`config.mk`:
```
export PLATFORM = sky130hd
export DESIGN_NAME = rxring_dma
export DESIGN_NICKNAME = d
export VERILOG_FILES = /design/src/rtl/rxr_pkg.sv /design/src/rtl/rxr_csr.sv /design/src/rtl/rxr_engine.sv /design/src/rtl/rxring_dma.sv
export SDC_FILE = /design/constraint.sdc
export NUM_CORES = 1
export LEC_CHECK = 0
export CAP_MARGIN = 10
export CORE_ASPECT_RATIO = 0.8
export CORE_MARGIN = 2
export CORE_UTILIZATION = 55
export CTS_CLUSTER_SIZE = 25
export DETAILED_ROUTE_END_ITERATION = 12
export PLACE_DENSITY_LB_ADDON = 0.3
export SLEW_MARGIN = 0
export SYNTH_ARGS = -nofsm -noshare
export SYNTH_HDL_FRONTEND = slang
export SYNTH_SLANG_ARGS = --single-unit
```
`constraint.sdc`:
```
create_clock -name clk -period 6.1 [get_ports clk]
set_input_delay 1.22 -clock clk [delete_from_list [all_inputs] [get_ports clk]]
set_output_delay 1.22 -clock clk [all_outputs]
set_load 0.01 [all_outputs]
```
`src/rtl/rxr_pkg.sv`:
```
package rxr_pkg;
  typedef enum logic [2:0] {
    FSM_IDLE, FSM_RD_ST, FSM_RD_CTL, FSM_RD_BUF,
    FSM_LD_BUF, FSM_RECV, FSM_DROP, FSM_WB
  } rx_fsm_t;

  localparam int OWN_BIT   = 31;
  localparam int EOR_BIT   = 25;
  localparam int ES_BIT    = 15;
  localparam int LS_BIT    = 8;
  localparam int LEN_LSB   = 16;
  localparam int RUN_EN_BIT = 1;
  localparam int SRST_BIT  = 0;
  localparam int STATE_LSB = 17;
  localparam int MISS_BIT  = 16;

  localparam logic [1:0] SEL_BUS  = 2'd0;
  localparam logic [1:0] SEL_OP   = 2'd1;
  localparam logic [1:0] SEL_BASE = 2'd2;
  localparam logic [1:0] SEL_STAT = 2'd3;

  localparam logic [2:0] PS_STOPPED = 3'b000;
  localparam logic [2:0] PS_FETCH   = 3'b001;
  localparam logic [2:0] PS_WAIT    = 3'b011;
  localparam logic [2:0] PS_CLOSE   = 3'b101;
  localparam logic [2:0] PS_MOVE    = 3'b111;
endpackage

```
`src/rtl/rxr_csr.sv`:
```
module rxr_csr
  import rxr_pkg::*;
#(
  parameter int ADDR_W = 32
) (
  input  logic              clk,
  input  logic              rst_n,
  input  logic              csr_we,
  input  logic [1:0]        csr_sel,
  input  logic [31:0]       csr_wdata,
  output logic [31:0]       csr_rdata,
  input  logic [2:0]        proc_state,
  input  logic              miss_pulse,
  output logic              run_en,
  output logic              soft_rst,
  output logic              base_ld,
  output logic [ADDR_W-1:0] base_val
);
  logic              run_en_q;
  logic              missed_q;
  logic [ADDR_W-1:0] base_q;

  assign soft_rst = csr_we && (csr_sel == SEL_BUS) && csr_wdata[SRST_BIT];
  assign base_ld  = csr_we && (csr_sel == SEL_BASE);
  assign base_val = csr_wdata[ADDR_W-1:0];
  assign run_en   = run_en_q;

  always_ff @(posedge clk or negedge rst_n) begin
    if (!rst_n) begin
      run_en_q <= 1'b0;
      missed_q <= 1'b0;
      base_q   <= '0;
    end else if (soft_rst) begin
      run_en_q <= 1'b0;
      missed_q <= 1'b0;
      base_q   <= '0;
    end else begin
      if (csr_we && csr_sel == SEL_OP) run_en_q <= csr_wdata[RUN_EN_BIT];
      if (base_ld) base_q <= base_val;
      if (miss_pulse) missed_q <= 1'b1;
    end
  end

  always_comb begin
    csr_rdata = '0;
    case (csr_sel)
      SEL_OP:   csr_rdata[RUN_EN_BIT] = run_en_q;
      SEL_BASE: csr_rdata[ADDR_W-1:0] = base_q;
      SEL_STAT: begin
        csr_rdata[STATE_LSB +: 3] = proc_state;
        csr_rdata[MISS_BIT]       = missed_q;
      end
      default:  csr_rdata = '0;
    endcase
  end

  assert_srst_clears_R11: assert property (@(posedge clk) disable iff (!rst_n)
    soft_rst |=> (!run_en_q && !missed_q && base_q == '0));

  assert_missed_sticky_R8: assert property (@(posedge clk) disable iff (!rst_n)
    (missed_q && !soft_rst) |=> missed_q);
endmodule

```
`src/rtl/rxr_engine.sv`:
```
module rxr_engine
  import rxr_pkg::*;
#(
  parameter int ADDR_W = 32,
  parameter int SIZE_W = 11
) (
  input  logic              clk,
  input  logic              rst_n,
  input  logic              soft_rst,
  input  logic              run_en,
  input  logic              base_ld,
  input  logic [ADDR_W-1:0] base_val,
  input  logic              s_valid,
  input  logic [7:0]        s_data,
  input  logic              s_last,
  input  logic              s_err,
  output logic              s_ready,
  output logic              mem_en,
  output logic              mem_we,
  output logic [ADDR_W-3:0] mem_addr,
  output logic [3:0]        mem_be,
  output logic [31:0]       mem_wdata,
  input  logic [31:0]       mem_rdata,
  output logic              miss_pulse,
  output logic [2:0]        proc_state
);
  localparam int WA    = ADDR_W - 2;
  localparam int CNT_W = SIZE_W + 1;
  localparam int LANES = 4;
  localparam logic [ADDR_W-1:0] DESC_STEP = ADDR_W'(16);

  rx_fsm_t           fsm_q;
  logic [ADDR_W-1:0] cur_q;
  logic [ADDR_W-1:0] buf_q;
  logic [SIZE_W-1:0] size_q;
  logic [CNT_W-1:0]  cnt_q;
  logic              own_q, eor_q, err_q, ovf_q;

  logic [WA-1:0]     cur_w;
  logic [ADDR_W-1:0] byte_addr;
  logic [1:0]        lane;
  logic              room;
  logic              take;
  logic [31:0]       wb_word;

  assign cur_w     = cur_q[ADDR_W-1:2];
  assign byte_addr = buf_q + ADDR_W'(cnt_q);
  assign lane      = byte_addr[1:0];
  assign room      = cnt_q < {1'b0, size_q};
  assign s_ready   = (fsm_q == FSM_RECV) || (fsm_q == FSM_DROP);
  assign take      = s_valid && s_ready;
  assign miss_pulse = (fsm_q == FSM_DROP) && take && s_last;

  always_comb begin
    wb_word = '0;
    wb_word[LEN_LSB +: CNT_W] = cnt_q;
    wb_word[ES_BIT]  = err_q || ovf_q;
    wb_word[LS_BIT]  = 1'b1;
    wb_word[OWN_BIT] = 1'b0;
  end

  // byte lanes: replicate data, enable the addressed lane only
  logic [3:0]  lane_be;
  logic [31:0] lane_data;
  for (genvar g = 0; g < LANES; g++) begin : g_lane
    assign lane_be[g]           = (lane == 2'(g));
    assign lane_data[8*g +: 8]  = s_data;
  end

  always_comb begin
    mem_en    = 1'b0;
    mem_we    = 1'b0;
    mem_addr  = cur_w;
    mem_be    = 4'h0;
    mem_wdata = '0;
    case (fsm_q)
      FSM_RD_ST:  mem_en = 1'b1;
      FSM_RD_CTL: begin mem_en = 1'b1; mem_addr = cur_w + WA'(1); end
      FSM_RD_BUF: begin mem_en = 1'b1; mem_addr = cur_w + WA'(2); end
      FSM_RECV: if (take && room) begin
        mem_en    = 1'b1;
        mem_we    = 1'b1;
        mem_addr  = byte_addr[ADDR_W-1:2];
        mem_be    = lane_be;
        mem_wdata = lane_data;
      end
      FSM_WB: begin
        mem_en    = 1'b1;
        mem_we    = 1'b1;
        mem_be    = 4'hF;
        mem_wdata = wb_word;
      end
      default: ;
    endcase
  end

  always_comb begin
    case (fsm_q)
      FSM_IDLE:                          proc_state = run_en ? PS_WAIT : PS_STOPPED;
      FSM_RD_ST, FSM_RD_CTL, FSM_RD_BUF,
      FSM_LD_BUF:                        proc_state = PS_FETCH;
      FSM_WB:                            proc_state = PS_CLOSE;
      default:                           proc_state = PS_MOVE;
    endcase
  end

  always_ff @(posedge clk or negedge rst_n) begin
    if (!rst_n) begin
      fsm_q  <= FSM_IDLE;
      cur_q  <= '0;
      buf_q  <= '0;
      size_q <= '0;
      cnt_q  <= '0;
      own_q  <= 1'b0;
      eor_q  <= 1'b0;
      err_q  <= 1'b0;
      ovf_q  <= 1'b0;
    end else if (soft_rst) begin
      fsm_q <= FSM_IDLE;
      cur_q <= '0;
    end else begin
      if (base_ld) cur_q <= base_val;
      case (fsm_q)
        FSM_IDLE:   if (run_en && s_valid) fsm_q <= FSM_RD_ST;
        FSM_RD_ST:  fsm_q <= FSM_RD_CTL;
        FSM_RD_CTL: begin
          own_q <= mem_rdata[OWN_BIT];
          fsm_q <= FSM_RD_BUF;
        end
        FSM_RD_BUF: begin
          eor_q  <= mem_rdata[EOR_BIT];
          size_q <= mem_rdata[SIZE_W-1:0];
          fsm_q  <= FSM_LD_BUF;
        end
        FSM_LD_BUF: begin
          buf_q <= mem_rdata[ADDR_W-1:0];
          cnt_q <= '0;
          err_q <= 1'b0;
          ovf_q <= 1'b0;
          fsm_q <= own_q ? FSM_RECV : FSM_DROP;
        end
        FSM_RECV: if (take) begin
          if (room) cnt_q <= cnt_q + CNT_W'(1);
          else      ovf_q <= 1'b1;
          if (s_err) err_q <= 1'b1;
          if (s_last) fsm_q <= FSM_WB;
        end
        FSM_DROP: if (take && s_last) fsm_q <= FSM_IDLE;
        FSM_WB: begin
          cur_q <= eor_q ? base_val_q_or_base() : cur_q + DESC_STEP;
          fsm_q <= FSM_IDLE;
        end
        default: fsm_q <= FSM_IDLE;
      endcase
    end
  end

  // ring base shadow, loaded with the base register
  logic [ADDR_W-1:0] ring_base_q;
  always_ff @(posedge clk or negedge rst_n) begin
    if (!rst_n)         ring_base_q <= '0;
    else if (soft_rst)  ring_base_q <= '0;
    else if (base_ld)   ring_base_q <= base_val;
  end

  function automatic logic [ADDR_W-1:0] base_val_q_or_base();
    return ring_base_q;
  endfunction

  assert_wb_own_clear_R4: assert property (@(posedge clk) disable iff (!rst_n)
    (mem_en && mem_we && mem_be == 4'hF) |-> !mem_wdata[OWN_BIT]);

  assert_byte_store_onehot_R3: assert property (@(posedge clk) disable iff (!rst_n)
    (mem_en && mem_we && mem_be != 4'hF) |-> ($countones(mem_be) == 1));

  assert_drop_no_write_R8: assert property (@(posedge clk) disable iff (!rst_n)
    (fsm_q == FSM_DROP) |-> !mem_we);

  assert_stopped_no_ready_R2: assert property (@(posedge clk) disable iff (!rst_n)
    (!run_en && proc_state == PS_STOPPED) |-> !s_ready);

  assert_store_within_size_R10: assert property (@(posedge clk) disable iff (!rst_n)
    (fsm_q == FSM_RECV || fsm_q == FSM_WB) |-> (cnt_q <= {1'b0, size_q}));

  assert_wb_then_idle_R5: assert property (@(posedge clk) disable iff (!rst_n)
    (fsm_q == FSM_WB && !soft_rst) |=> !mem_we);
endmodule

```
`src/rtl/rxring_dma.sv`:
```
module rxring_dma
  import rxr_pkg::*;
#(
  parameter int ADDR_W = 32,
  parameter int SIZE_W = 11
) (
  input  logic              clk,
  input  logic              rst_n,
  input  logic              csr_we,
  input  logic [1:0]        csr_sel,
  input  logic [31:0]       csr_wdata,
  output logic [31:0]       csr_rdata,
  input  logic              rx_valid,
  output logic              rx_ready,
  input  logic [7:0]        rx_data,
  input  logic              rx_last,
  input  logic              rx_err,
  output logic              mem_en,
  output logic              mem_we,
  output logic [ADDR_W-3:0] mem_addr,
  output logic [3:0]        mem_be,
  output logic [31:0]       mem_wdata,
  input  logic [31:0]       mem_rdata
);
  logic              run_en, soft_rst, base_ld, miss_pulse;
  logic [ADDR_W-1:0] base_val;
  logic [2:0]        proc_state;

  rxr_csr #(.ADDR_W(ADDR_W)) u_csr (
    .clk        (clk),
    .rst_n      (rst_n),
    .csr_we     (csr_we),
    .csr_sel    (csr_sel),
    .csr_wdata  (csr_wdata),
    .csr_rdata  (csr_rdata),
    .proc_state (proc_state),
    .miss_pulse (miss_pulse),
    .run_en     (run_en),
    .soft_rst   (soft_rst),
    .base_ld    (base_ld),
    .base_val   (base_val)
  );

  rxr_engine #(.ADDR_W(ADDR_W), .SIZE_W(SIZE_W)) u_engine (
    .clk        (clk),
    .rst_n      (rst_n),
    .soft_rst   (soft_rst),
    .run_en     (run_en),
    .base_ld    (base_ld),
    .base_val   (base_val),
    .s_valid    (rx_valid),
    .s_data     (rx_data),
    .s_last     (rx_last),
    .s_err      (rx_err),
    .s_ready    (rx_ready),
    .mem_en     (mem_en),
    .mem_we     (mem_we),
    .mem_addr   (mem_addr),
    .mem_be     (mem_be),
    .mem_wdata  (mem_wdata),
    .mem_rdata  (mem_rdata),
    .miss_pulse (miss_pulse),
    .proc_state (proc_state)
  );
endmodule

```
==> results of run 1 <==
[layout by cell type, fill, tap and decap left out, types with 7 or more instances in the layout]
cell type | synthesis | routed
nand2_1 | 203 | 203
clkdlybuf4s50_1 | 0 | 179
dfrtp_1 | 126 | 126
a21oi_1 | 83 | 82
nor2_1 | 73 | 72
o21ai_0 | 64 | 64
and2_1 | 43 | 43
a21o_1 | 41 | 41
ha_1 | 30 | 30
xor2_1 | 29 | 29
and3_1 | 28 | 28
xnor2_1 | 27 | 27
inv_1 | 26 | 26
nand3_1 | 26 | 26
a22o_1 | 25 | 25
nor3_1 | 20 | 20
nand4_1 | 19 | 19
clkbuf_16 | 0 | 17
buf_4 | 14 | 17
mux2i_1 | 14 | 14
a211oi_1 | 12 | 12
o22ai_1 | 9 | 9
a31oi_1 | 8 | 8
o31ai_1 | 7 | 7
and4_1 | 7 | 7
o211ai_1 | 7 | 7
nor4_1 | 7 | 7
[cells by family after synthesis]
kind of cell,after synthesis,synth area share (%)
adders and majority gates,31,4.28
DFF,126,34.1
buffers and inverters,108,5.26
xor gates and xnor gates,56,5.31
and+or+nand+nor,470,25.4
AOI/OAI and AO/OA,320,23.4
muxes,20,2.25
[per-layer routing]
| metal | vias up | wire length (µm) |
|---|---|---|
| li1 | 4306 | - |
| met1 | 4497 | 12700 |
| met2 | 530 | 13300 |
| met3 | 65 | 3100 |
| met4 | 2 | 697 |
| met5 | - | 10 |
[final cells by class]
| type | count | share of cell area (%) |
|---|---|---|
| Inverter | 27 | 0.866 |
| Clock inverter | 10 | 1.58 |
| Sequential cell | 126 | 26.9 |
| Multi-Input combinational cell | 897 | 47.9 |
| Clock buffer | 22 | 3.97 |
| Tap cell | 220 | 2.35 |
| Timing Repair Buffer | 196 | 16.4 |
[final timing paths]
check                                  start                      end  slack, ps  cells past startpoint
min in group asynchronous              rst_n  u_engine.ring_base_q[2]        940                      1
max in group asynchronous              rst_n       u_engine.buf_q[15]       3910                      2
max reg2reg                u_engine.fsm_q[0]       u_engine.cur_q[29]       2770                      9
min                        u_engine.buf_q[7]        u_engine.buf_q[7]        490                      2
min reg2reg                u_engine.buf_q[7]        u_engine.buf_q[7]        490                      2
max                        u_engine.cnt_q[9]             mem_addr[11]        760                      9
[worst reg2reg max path: stages (launching register included)]
cell and delay (ps):
dfrtp_1 570, buf_4 300, nand2_1 190, nor2_2 560, buf_4 370, nand2_1 380
o22ai_1 500, a31oi_1 80, o21ai_0 160, o21ai_1 90
[flip-flops by register name, summed over array words and instances, names as in the netlist]
register / count
u_csr.missed_q: 1
u_csr.run_en: 1
u_engine.buf_q: 32
u_engine.cnt_q: 12
u_engine.cur_q: 30
u_engine.eor_q: 1
u_engine.err_q: 1
u_engine.fsm_q: 3
u_engine.ovf_q: 1
u_engine.own_q: 1
u_engine.ring_base_q: 32
u_engine.size_q: 11
[metrics by stage]
stage	utilization [%]	cell area (µm²)	hold WS, ps
floorplan	-	9240	450
global placement	67.0	11100	472
detailed placement	67.0	11100	476
CTS	70.9	11700	490
global route	70.9	11700	515
finish	70.9	11700	488
[power groups by stage]
stage / Clock [mW] / Sequential [mW] / Combinational [mW]
after floorplan: 0 / 1.30 / 1.67
after global placement: 0 / 1.60 / 2.26
after detailed placement: 0 / 1.60 / 2.30
after CTS: 1.14 / 1.59 / 2.32
after global routing: 1.18 / 1.66 / 2.56
final: 1.14 / 1.61 / 2.35
==> flow_metrics.py, run 1 <==
metrics = {
    "power_and_ir_drop": {
        "internal-power_mw": 2.94,
        "clkPwrFrac_pct": 22.3,
        "power_frac_seq_pct": 31.6,
        "p_leak_nw": 5.25,
        "vdd_ir_drop_max_uv": 274,
        "power.combinational.fraction_pct": 46.1,
        "swShare_pct": 42.5,
        "p_per_area_nw_per_um2": 436,
        "switching_power_mw": 2.17,
        "finalPower_mw": 5.11,
    },
    "sta": {
        "min_period_over_period_pct": 87.6,
        "hold_violations": 0,
        "rsz0062_at_grt": "false",
        "finalSetupViolations": 0,
        "skew_ps": 8.60,
        "max-slew-margin-rel_pct": 19.5,
        "tns_ps": 0,
        "drv_slew": 0,
        "period_minus_slack_ps": 5340,
        "fin_ws_ps": 755,
        "clock.fmax_mhz": 187,
        "worst_pin_slew_ps": 1200,
    },
    "worst_setup_path": {
        "worstSetupPathType": "reg2out",
        "path_cells": "ha_1 > a21o_1 > a211oi_1 > o41a_2 > nand4_2 > nor2_4 > nor3_1 > a221oi_1 > clkdlybuf4s50_1",
        "worstPathArrival_ps": 4120,
        "cp_top_family": "compound AO/OA/AOI/OAI gates",
        "worstPathRequired_ps": 4880,
        "critPathBufInv": 1,
        "cp_max_fo": 26,
        "start_kind": "flop",
        "slowest_delay_ps": 630,
        "cp_slowest_cell": "nor2_4",
        "end_kind": "output port",
    },
    "drt": {
        "via_per_inst": 6.28,
        "vias": 9400,
        "drc": 0,
        "wl_per_cell_um": 19.9,
        "ant_nets": 0,
        "drt_iter0_drc": 865,
        "dr.pass1.iters": 5,
        "wl_mm": 29.9,
    },
    "outcome": {
        "outcome": "finished, final reports clean",
    },
    "placed_design": {
        "hpwlAfterDp_mm": 21.7,
        "portBuffers": 180,
        "gp_congestion": 0.957,
        "dp_cells": 1466,
        "pre_cts_ws_ps": 1060,
    },
    "global_route": {
        "grt_max_degree": 74,
        "grt.met2_usage_pct": 52.5,
        "antenna_found_initial": 1,
        "met3_usage_pct": 8.17,
        "grt_pass1_wl_mm": 47.8,
        "grt_pass1_vias": 9066,
        "overflow": 0,
        "use_met1_pct": 47.4,
        "top_usage_layer": "met2",
        "track_usage_pct": 33.8,
    },
    "final_layout": {
        "diodes": 0,
        "n_fill_cell": 1318,
        "nNetsFinal": 1376,
        "multi_input_area_um2": 5600,
        "fin_cells": 1498,
        "layout-drive-gt1-share_pct": 7.12,
        "ff_latch_area_um2": 3150,
        "area.growth.synth_to_final_pct": 26.7,
    },
    "logic_synthesis": {
        "avgSynthCellArea_um2": 8.17,
        "post-synth-top-count-cell": "nand2_1",
        "syn_nets": 1242,
        "synth_edf_count": 0,
        "synth_top_cell_area_share_pct": 34.1,
        "synth.largest_area_cell": "dfrtp_1",
        "yosys_register_bits": 126,
        "async_flop_share_pct": 100,
        "synthesis.area_um2": 9240,
        "synthTopCellsByCount": "nand2_1 (203), dfrtp_1 (126), a21oi_1 (83)",
        "synth_cell_types": 86,
        "postSynthCellCount": 1131,
        "yosys-top-cells-area": "dfrtp_1 (34%), nand2_1 (8.3%), a21oi_1 (4.5%)",
        "seq_area_frac_synth_pct": 34.1,
        "ys_warn_count": 0,
        "synth_top_flop_cell": "dfrtp_1",
    },
    "die": {
        "dieWidth_um": 149,
        "die-area_um2": 17900,
        "num_rows": 42,
        "coreArea_um2": 16500,
        "die_y_um": 120,
        "start_util_pct": 56.0,
        "io_pins": 181,
    },
    "flow_run": {
        "cap_viol_max_count": 0,
    },
    "clock_network": {
        "cts_hold_repair.buffers": 0,
        "numClockSinks": 126,
        "clk-insertion-delay-late_ps": 430,
        "cts_max_level": 4,
        "clock_path_buffers": 2,
        "root_buffer": "clkbuf_16",
        "cts_tree": "done",
        "cts_buffers": 17,
        "cts_setup_buffers": 0,
        "post_cts_resize_count": 0,
        "path_clk_slew_ps": 60,
    },
    "min_path": {
        "hp-class": "reg2reg",
    },
}
(Power assumes the default switching activity.)
==> run 2: changes to the inputs <==
- RECOVER_POWER: not set -> 50
==> flow_metrics.py, run 2 (synthesized netlist as in run 1, its figures left out) <==
metrics = {
    "outcome": {
        "outcome": "finished, violations left",
        "violations": "max-capacitance violations, max-slew violations",
    },
    "final_layout": {
        "nNetsFinal": 1376,
        "area.growth.synth_to_final_pct": 26.6,
        "n_fill_cell": 1321,
        "diodes": 0,
        "layout_commonest_cell": "nand2_1",
        "mostFrequentLayoutCells": "nand2_1 (203), clkdlybuf4s50_1 (177), dfrtp_1 (126), a21oi_1 (82), nor2_1 (72)",
        "layout-drive-gt1-share_pct": 6.89,
        "reg_top3": "u_engine.buf_q: 32 flops, u_engine.ring_base_q: 32 flops, u_engine.cur_q: 30 flops",
    },
    "sta": {
        "hold_violations": 0,
        "min_period_over_period_pct": 88.1,
        "drv_slew": 123,
        "rsz0062_at_grt": "false",
        "period_minus_slack_ps": 5380,
        "clock.fmax_mhz": 186,
        "max-slew-margin-rel_pct": -176,
        "finalSetupViolations": 0,
        "skew_ps": 8.24,
        "worst_pin_slew_ps": 4140,
        "fin_ws_ps": 724,
        "tns_ps": 0,
    },
    "global_route": {
        "grt.met2_usage_pct": 52.5,
        "met3_usage_pct": 8.17,
        "use_met1_pct": 47.4,
        "antenna_found_initial": 1,
        "grt_pass1_wl_mm": 47.8,
        "grt_pass1_vias": 9066,
        "grt_max_degree": 74,
        "overflow": 0,
        "top_usage_layer": "met2",
        "track_usage_pct": 33.8,
    },
    "worst_setup_path": {
        "endpoint": "mem_addr[11]",
        "end_kind": "output port",
        "start_kind": "flop",
        "cp_max_fo": 26,
        "worstSetupPathType": "reg2out",
        "r2r_start": "u_engine.fsm_q[0]",
        "slowest_delay_ps": 640,
        "rrSetupSlack_ps": 2740,
        "rr_endpoint": "u_engine.cur_q[29]",
        "worstPathArrival_ps": 4160,
        "crit_start": "u_engine.cnt_q[9]",
        "path_cells": "ha_1 > a21o_1 > a211oi_1 > o41a_2 > nand4_2 > nor2_4 > nor3_1 > a221oi_1 > clkdlybuf4s50_1",
        "r2r_cells": 9,
        "worstPathRequired_ps": 4880,
        "cp_slowest_cell": "nor2_4",
    },
    "min_path": {
        "hp-class": "reg2reg",
    },
    "clock_network": {
        "cts_hold_repair.buffers": 0,
        "root_buffer": "clkbuf_16",
        "clock_path_buffers": 2,
        "numClockSinks": 126,
        "clk-insertion-delay-late_ps": 430,
        "path_clk_slew_ps": 60,
        "post_cts_resize_count": 0,
        "cts_buffers": 17,
        "cts_tree": "done",
        "cts_setup_buffers": 0,
        "cts_max_level": 4,
    },
    "placed_design": {
        "portBuffers": 180,
        "pre_cts_ws_ps": 1060,
        "hpwlAfterDp_mm": 21.7,
        "gp_congestion": 0.957,
    },
    "die": {
        "die-area_um2": 17900,
        "io_pins": 181,
        "coreArea_um2": 16500,
        "start_util_pct": 56.0,
        "die_y_um": 120,
        "num_rows": 42,
        "dieWidth_um": 149,
    },
    "power_and_ir_drop": {
        "power_frac_seq_pct": 31.6,
        "power.combinational.fraction_pct": 46.1,
        "p_leak_nw": 5.24,
        "internal-power_mw": 2.94,
        "swShare_pct": 42.4,
        "clkPwrFrac_pct": 22.3,
        "p_per_area_nw_per_um2": 436,
        "vdd_ir_drop_max_uv": 275,
        "switching_power_mw": 2.17,
    },
    "flow_run": {
        "cap_viol_max_count": 2,
    },
    "drt": {
        "wl_per_cell_um": 19.9,
        "ant_nets": 0,
        "dr.pass1.iters": 8,
        "drt_iter0_drc": 834,
        "wl_mm": 29.8,
        "vias": 9419,
        "drc": 0,
        "via_per_inst": 6.29,
    },
}
run 2: changes by cell type in the layout (fill, tap and decap cells not counted):
cell             before  now
buf_4                17   14
dlygate4sd3_1         0    2
and2_0                1    3
clkbuf_1              3    6
clkdlybuf4s50_1     179  177
and2_1               43   41
run 2: per-layer routing:
layer / share of wire, % / wire [µm]
met1: 43 / 12700
met2: 44 / 13200
met3: 11 / 3160
met4: 2.2 / 658
met5: 0.034 / 10
run 2: area by class of cell:
class / count / area, µm² / area share (%)
multi-input cells: 897 / 5600 / 47.9
flip-flops and latches: 126 / 3150 / 27.0
repair buffers: 196 / 1910 / 16.3
clock buffers: 22 / 464 / 3.97
well taps: 220 / 275 / 2.35
clock inverters: 10 / 185 / 1.58
inverters: 27 / 101 / 0.867
run 2: worst min-delay path by stage:
stage / start / to / slack [ps] / cells after the start
after global placement: u_engine.buf_q[7] / u_engine.buf_q[7] / 470 / 2
after CTS: u_engine.buf_q[7] / u_engine.buf_q[7] / 490 / 2
final: u_engine.buf_q[7] / u_engine.buf_q[7] / 490 / 2
after global routing: u_engine.ring_base_q[24] / u_engine.ring_base_q[24] / 510 / 2
after detailed placement: u_engine.buf_q[7] / u_engine.buf_q[7] / 480 / 2
after floorplan: u_engine.buf_q[0] / u_engine.buf_q[0] / 450 / 2
run 2: power by group through the flow:
stage / logic [mW] / clock network, mW / registers, mW
global route: 2.56 / 1.18 / 1.66
CTS: 2.32 / 1.14 / 1.59
finish: 2.35 / 1.14 / 1.61
detailed placement: 2.30 / 0 / 1.60
global placement: 2.26 / 0 / 1.60
floorplan: 1.67 / 0 / 1.30
run 2: worst max-delay path, delay by kind of cell, from the launching register on:
family / cells / cell delay [ps]
adders and majority gates: 1 / 380
DFF: 1 / 490
AOI/OAI and AO/OA: 4 / 1140
and+or+nand+nor: 3 / 1060
buffers and inverters: 1 / 630
run 2: stage by stage:
step	total power, mW	area (µm²)	hold slack (ps)	instances	utilization [%]
2_1_floorplan	2.98	9240	450	1131	-
3_3_place_gp	3.85	11100	472	1466	67.0
3_5_place_dp	3.90	11100	476	1466	67.0
4_1_cts	5.05	11700	490	1498	70.9
5_1_grt	5.39	11700	515	1498	70.8
6_report	5.10	11700	490	1498	70.8
==> run 3: changes to the inputs <==
- ABC_AREA: not set -> 1
- RECOVER_POWER: 50 -> not set
==> flow_metrics.py, run 3 <==
metrics = {
    "worst_setup_path": {
        "end_kind": "output port",
        "endpoint": "mem_addr[26]",
        "crit_start": "u_engine.cnt_q[0]",
        "r2r_start": "u_engine.fsm_q[2]",
        "cp_max_fo": 7,
        "crit_top_cell": "nand3_1",
        "path_cells": "ha_1 > inv_1 > fa_1 > inv_1 > nand3_1 > nand3_1 > nand3_1 > nand3_1 > nand3b_1 > nand3_1 > nand2_1 > a21oi_1 > clkdlybuf4s50_1",
        "slowest_delay_ps": 580,
        "rrSetupSlack_ps": 2980,
        "cp_top_family": "simple AND/OR/NAND/NOR gates",
        "worstPathRequired_ps": 4880,
        "worstSetupPathType": "reg2out",
        "r2r_cells": 9,
        "cp_slowest_cell": "clkdlybuf4s50_1",
        "start_kind": "flop",
        "critical_path_depth": 13,
        "critPathBufInv": 3,
        "rr_endpoint": "u_engine.cur_q[2]",
        "worstPathArrival_ps": 3860,
    },
    "logic_synthesis": {
        "synthesis.area_um2": 10400,
        "post-synth-top-count-cell": "nand2_1",
        "synth_edf_count": 0,
        "seq_area_frac_synth_pct": 30.2,
        "synth.largest_area_cell": "dfrtp_1",
        "synth_top_family_by_area": "simple AND/OR/NAND/NOR gates",
        "yosys_register_bits": 126,
        "synth-adder-area-share_pct": 3.79,
        "yosys-top-cells-area": "dfrtp_1 (30%), nand2_1 (18%), nand3_1 (8.0%)",
        "avgSynthCellArea_um2": 6.23,
        "syn_nets": 1785,
        "synth_xor_area_share_pct": 2.27,
        "synth-compound-area-share_pct": 16.0,
        "synthTopCellsByCount": "nand2_1 (501), inv_1 (219), nand3_1 (167)",
        "async_flop_share_pct": 100,
        "synthSimpleGateAreaFrac_pct": 36.2,
        "ys_warn_count": 0,
        "postSynthCellCount": 1674,
        "synth_top_flop_cell": "dfrtp_1",
        "muxShareOfSynthArea_pct": 0,
        "synth_top_cell_area_share_pct": 30.2,
        "synth_cell_types": 44,
    },
    "sta": {
        "worst_pin_slew_ps": 1140,
        "hold_violations": 0,
        "tns_ps": 0,
        "finalSetupViolations": 0,
        "skew_ps": 11.1,
        "clock.fmax_mhz": 197,
        "min_period_over_period_pct": 83.2,
        "fin_ws_ps": 1020,
        "period_minus_slack_ps": 5080,
        "drv_slew": 0,
        "rsz0062_at_grt": "false",
        "max-slew-margin-rel_pct": 23.6,
    },
    "die": {
        "start_util_pct": 55.5,
        "dieWidth_um": 158,
        "io_pins": 181,
        "coreArea_um2": 18800,
        "die_y_um": 127,
        "num_rows": 45,
        "die-area_um2": 20100,
    },
    "drt": {
        "via_per_inst": 5.99,
        "dr_wl_met3_mm": 4.34,
        "wl_per_cell_um": 19.7,
        "drc": 0,
        "drt_iter0_drc": 1628,
        "met1_length_mm": 17.2,
        "wl_mm": 40.9,
        "dr.pass1.iters": 7,
        "routed-wl-met2_mm": 17.9,
        "vias": 12400,
        "route.top_layer_used": "met4",
        "ant_nets": 0,
    },
    "global_route": {
        "grt_pass1_vias": 11300,
        "grt_max_degree": 70,
        "track_usage_pct": 40.6,
        "overflow": 0,
        "antenna_found_initial": 0,
        "grt_pass1_wl_mm": 62.8,
    },
    "clock_network": {
        "cts_setup_buffers": 0,
        "cts_tree": "done",
        "cts_buffers": 17,
        "cts_hold_repair.buffers": 0,
        "clock_path_buffers": 2,
        "path_clk_slew_ps": 60,
        "post_cts_resize_count": 0,
        "root_buffer": "clkbuf_16",
        "cts_max_level": 4,
        "clk-insertion-delay-late_ps": 440,
        "numClockSinks": 126,
    },
    "final_layout": {
        "reg_top3": "u_engine.buf_q: 32 flops, u_engine.ring_base_q: 32 flops, u_engine.cur_q: 30 flops",
        "layout_commonest_cell": "nand2_1",
        "mostFrequentLayoutCells": "nand2_1 (501), inv_1 (219), clkdlybuf4s50_1 (179), nand3_1 (167), o21ai_0 (150)",
        "fin_cells": 2079,
        "n_fill_cell": 1640,
        "nNetsFinal": 1920,
        "area.growth.synth_to_final_pct": 23.8,
        "diodes": 0,
        "layout-drive-gt1-share_pct": 3.95,
        "post-route-util_pct": 68.7,
    },
    "placed_design": {
        "hpwlAfterDp_mm": 30.9,
        "dp_cells": 2048,
        "pre_cts_ws_ps": 1260,
        "portBuffers": 180,
        "gp_congestion": 1.06,
    },
    "power_and_ir_drop": {
        "clkPwrFrac_pct": 20.2,
        "power_frac_seq_pct": 28.5,
        "internal-power_mw": 2.89,
        "swShare_pct": 48.5,
        "finalPower_mw": 5.61,
        "p_leak_nw": 6.16,
        "vdd_ir_drop_max_uv": 399,
        "p_per_area_nw_per_um2": 434,
        "power.combinational.fraction_pct": 51.3,
        "switching_power_mw": 2.72,
    },
    "flow_run": {
        "cap_viol_max_count": 0,
    },
    "min_path": {
        "hp-class": "reg2reg",
    },
    "outcome": {
        "outcome": "finished, final reports clean",
    },
}
==> run 3: cell count changes in the layout (fill, tap and decap cells not counted), moves of 38 or more <==
cell     previous run  this run
inv_1              26       219
o21ai_0            64       150
a21o_1             41         0
and2_1             41         3
nor2_1             72       111
nand2_1           203       501
nand3_1            26       167
==> run 3: worst min-delay path by stage <==
stage,from,end,slack (ps),cells after the start
after floorplan,u_engine.buf_q[11],u_engine.buf_q[11],450,2
after global placement,u_engine.size_q[0],u_engine.size_q[0],470,2
after detailed placement,u_engine.size_q[3],u_engine.size_q[3],480,2
after CTS,u_engine.size_q[3],u_engine.size_q[3],490,2
after global routing,u_engine.size_q[3],u_engine.size_q[3],510,2
final,u_engine.buf_q[11],u_engine.buf_q[11],490,2
==> run 3: cell type report <==
class                   instances  area [µm²]  share of cell area (%)
multi-input cells            1248        6090                    47.2
clock inverters                13         189                    1.46
flip-flops and latches        126        3150                    24.4
inverters                     226         848                    6.57
repair buffers                190        1870                    14.5
well taps                     258         323                    2.50
clock buffers                  18         439                    3.40
==> run 3: through the flow <==
step           area, µm²  hold WS (ps)
2_1_floorplan      10400           446
3_3_place_gp       12300           466
3_5_place_dp       12300           475
4_1_cts            12900           492
5_1_grt            12900           506
6_report           12900           492
==> run 3: worst min-delay path, stage by stage (launching register included) <==
cell and delay (ps):
dfrtp_1 360, nand2_1 60, nand2_1 50
==> run 3: power by group through the flow <==
stage	clock network (mW)	logic, mW	registers, mW
2_1_floorplan	0	1.72	1.36
3_3_place_gp	0	2.75	1.57
3_5_place_dp	0	2.80	1.58
4_1_cts	1.13	2.82	1.57
5_1_grt	1.16	3.12	1.61
6_report	1.13	2.88	1.60
==> run 3: logic make-up after synthesis <==
kind of cell	count (synthesis)
xor+xnor	27
compound gates	313
buf+inv	300
simple gates	877
fa+ha+maj	31
flops	126
==> run 3: layer usage <==
metal,vias to the layer above,GRT usage (%)
met5,-,0
met4,0,13.8
met3,134,8.58
met2,841,62.9
met1,5749,56.6
li1,5724,-
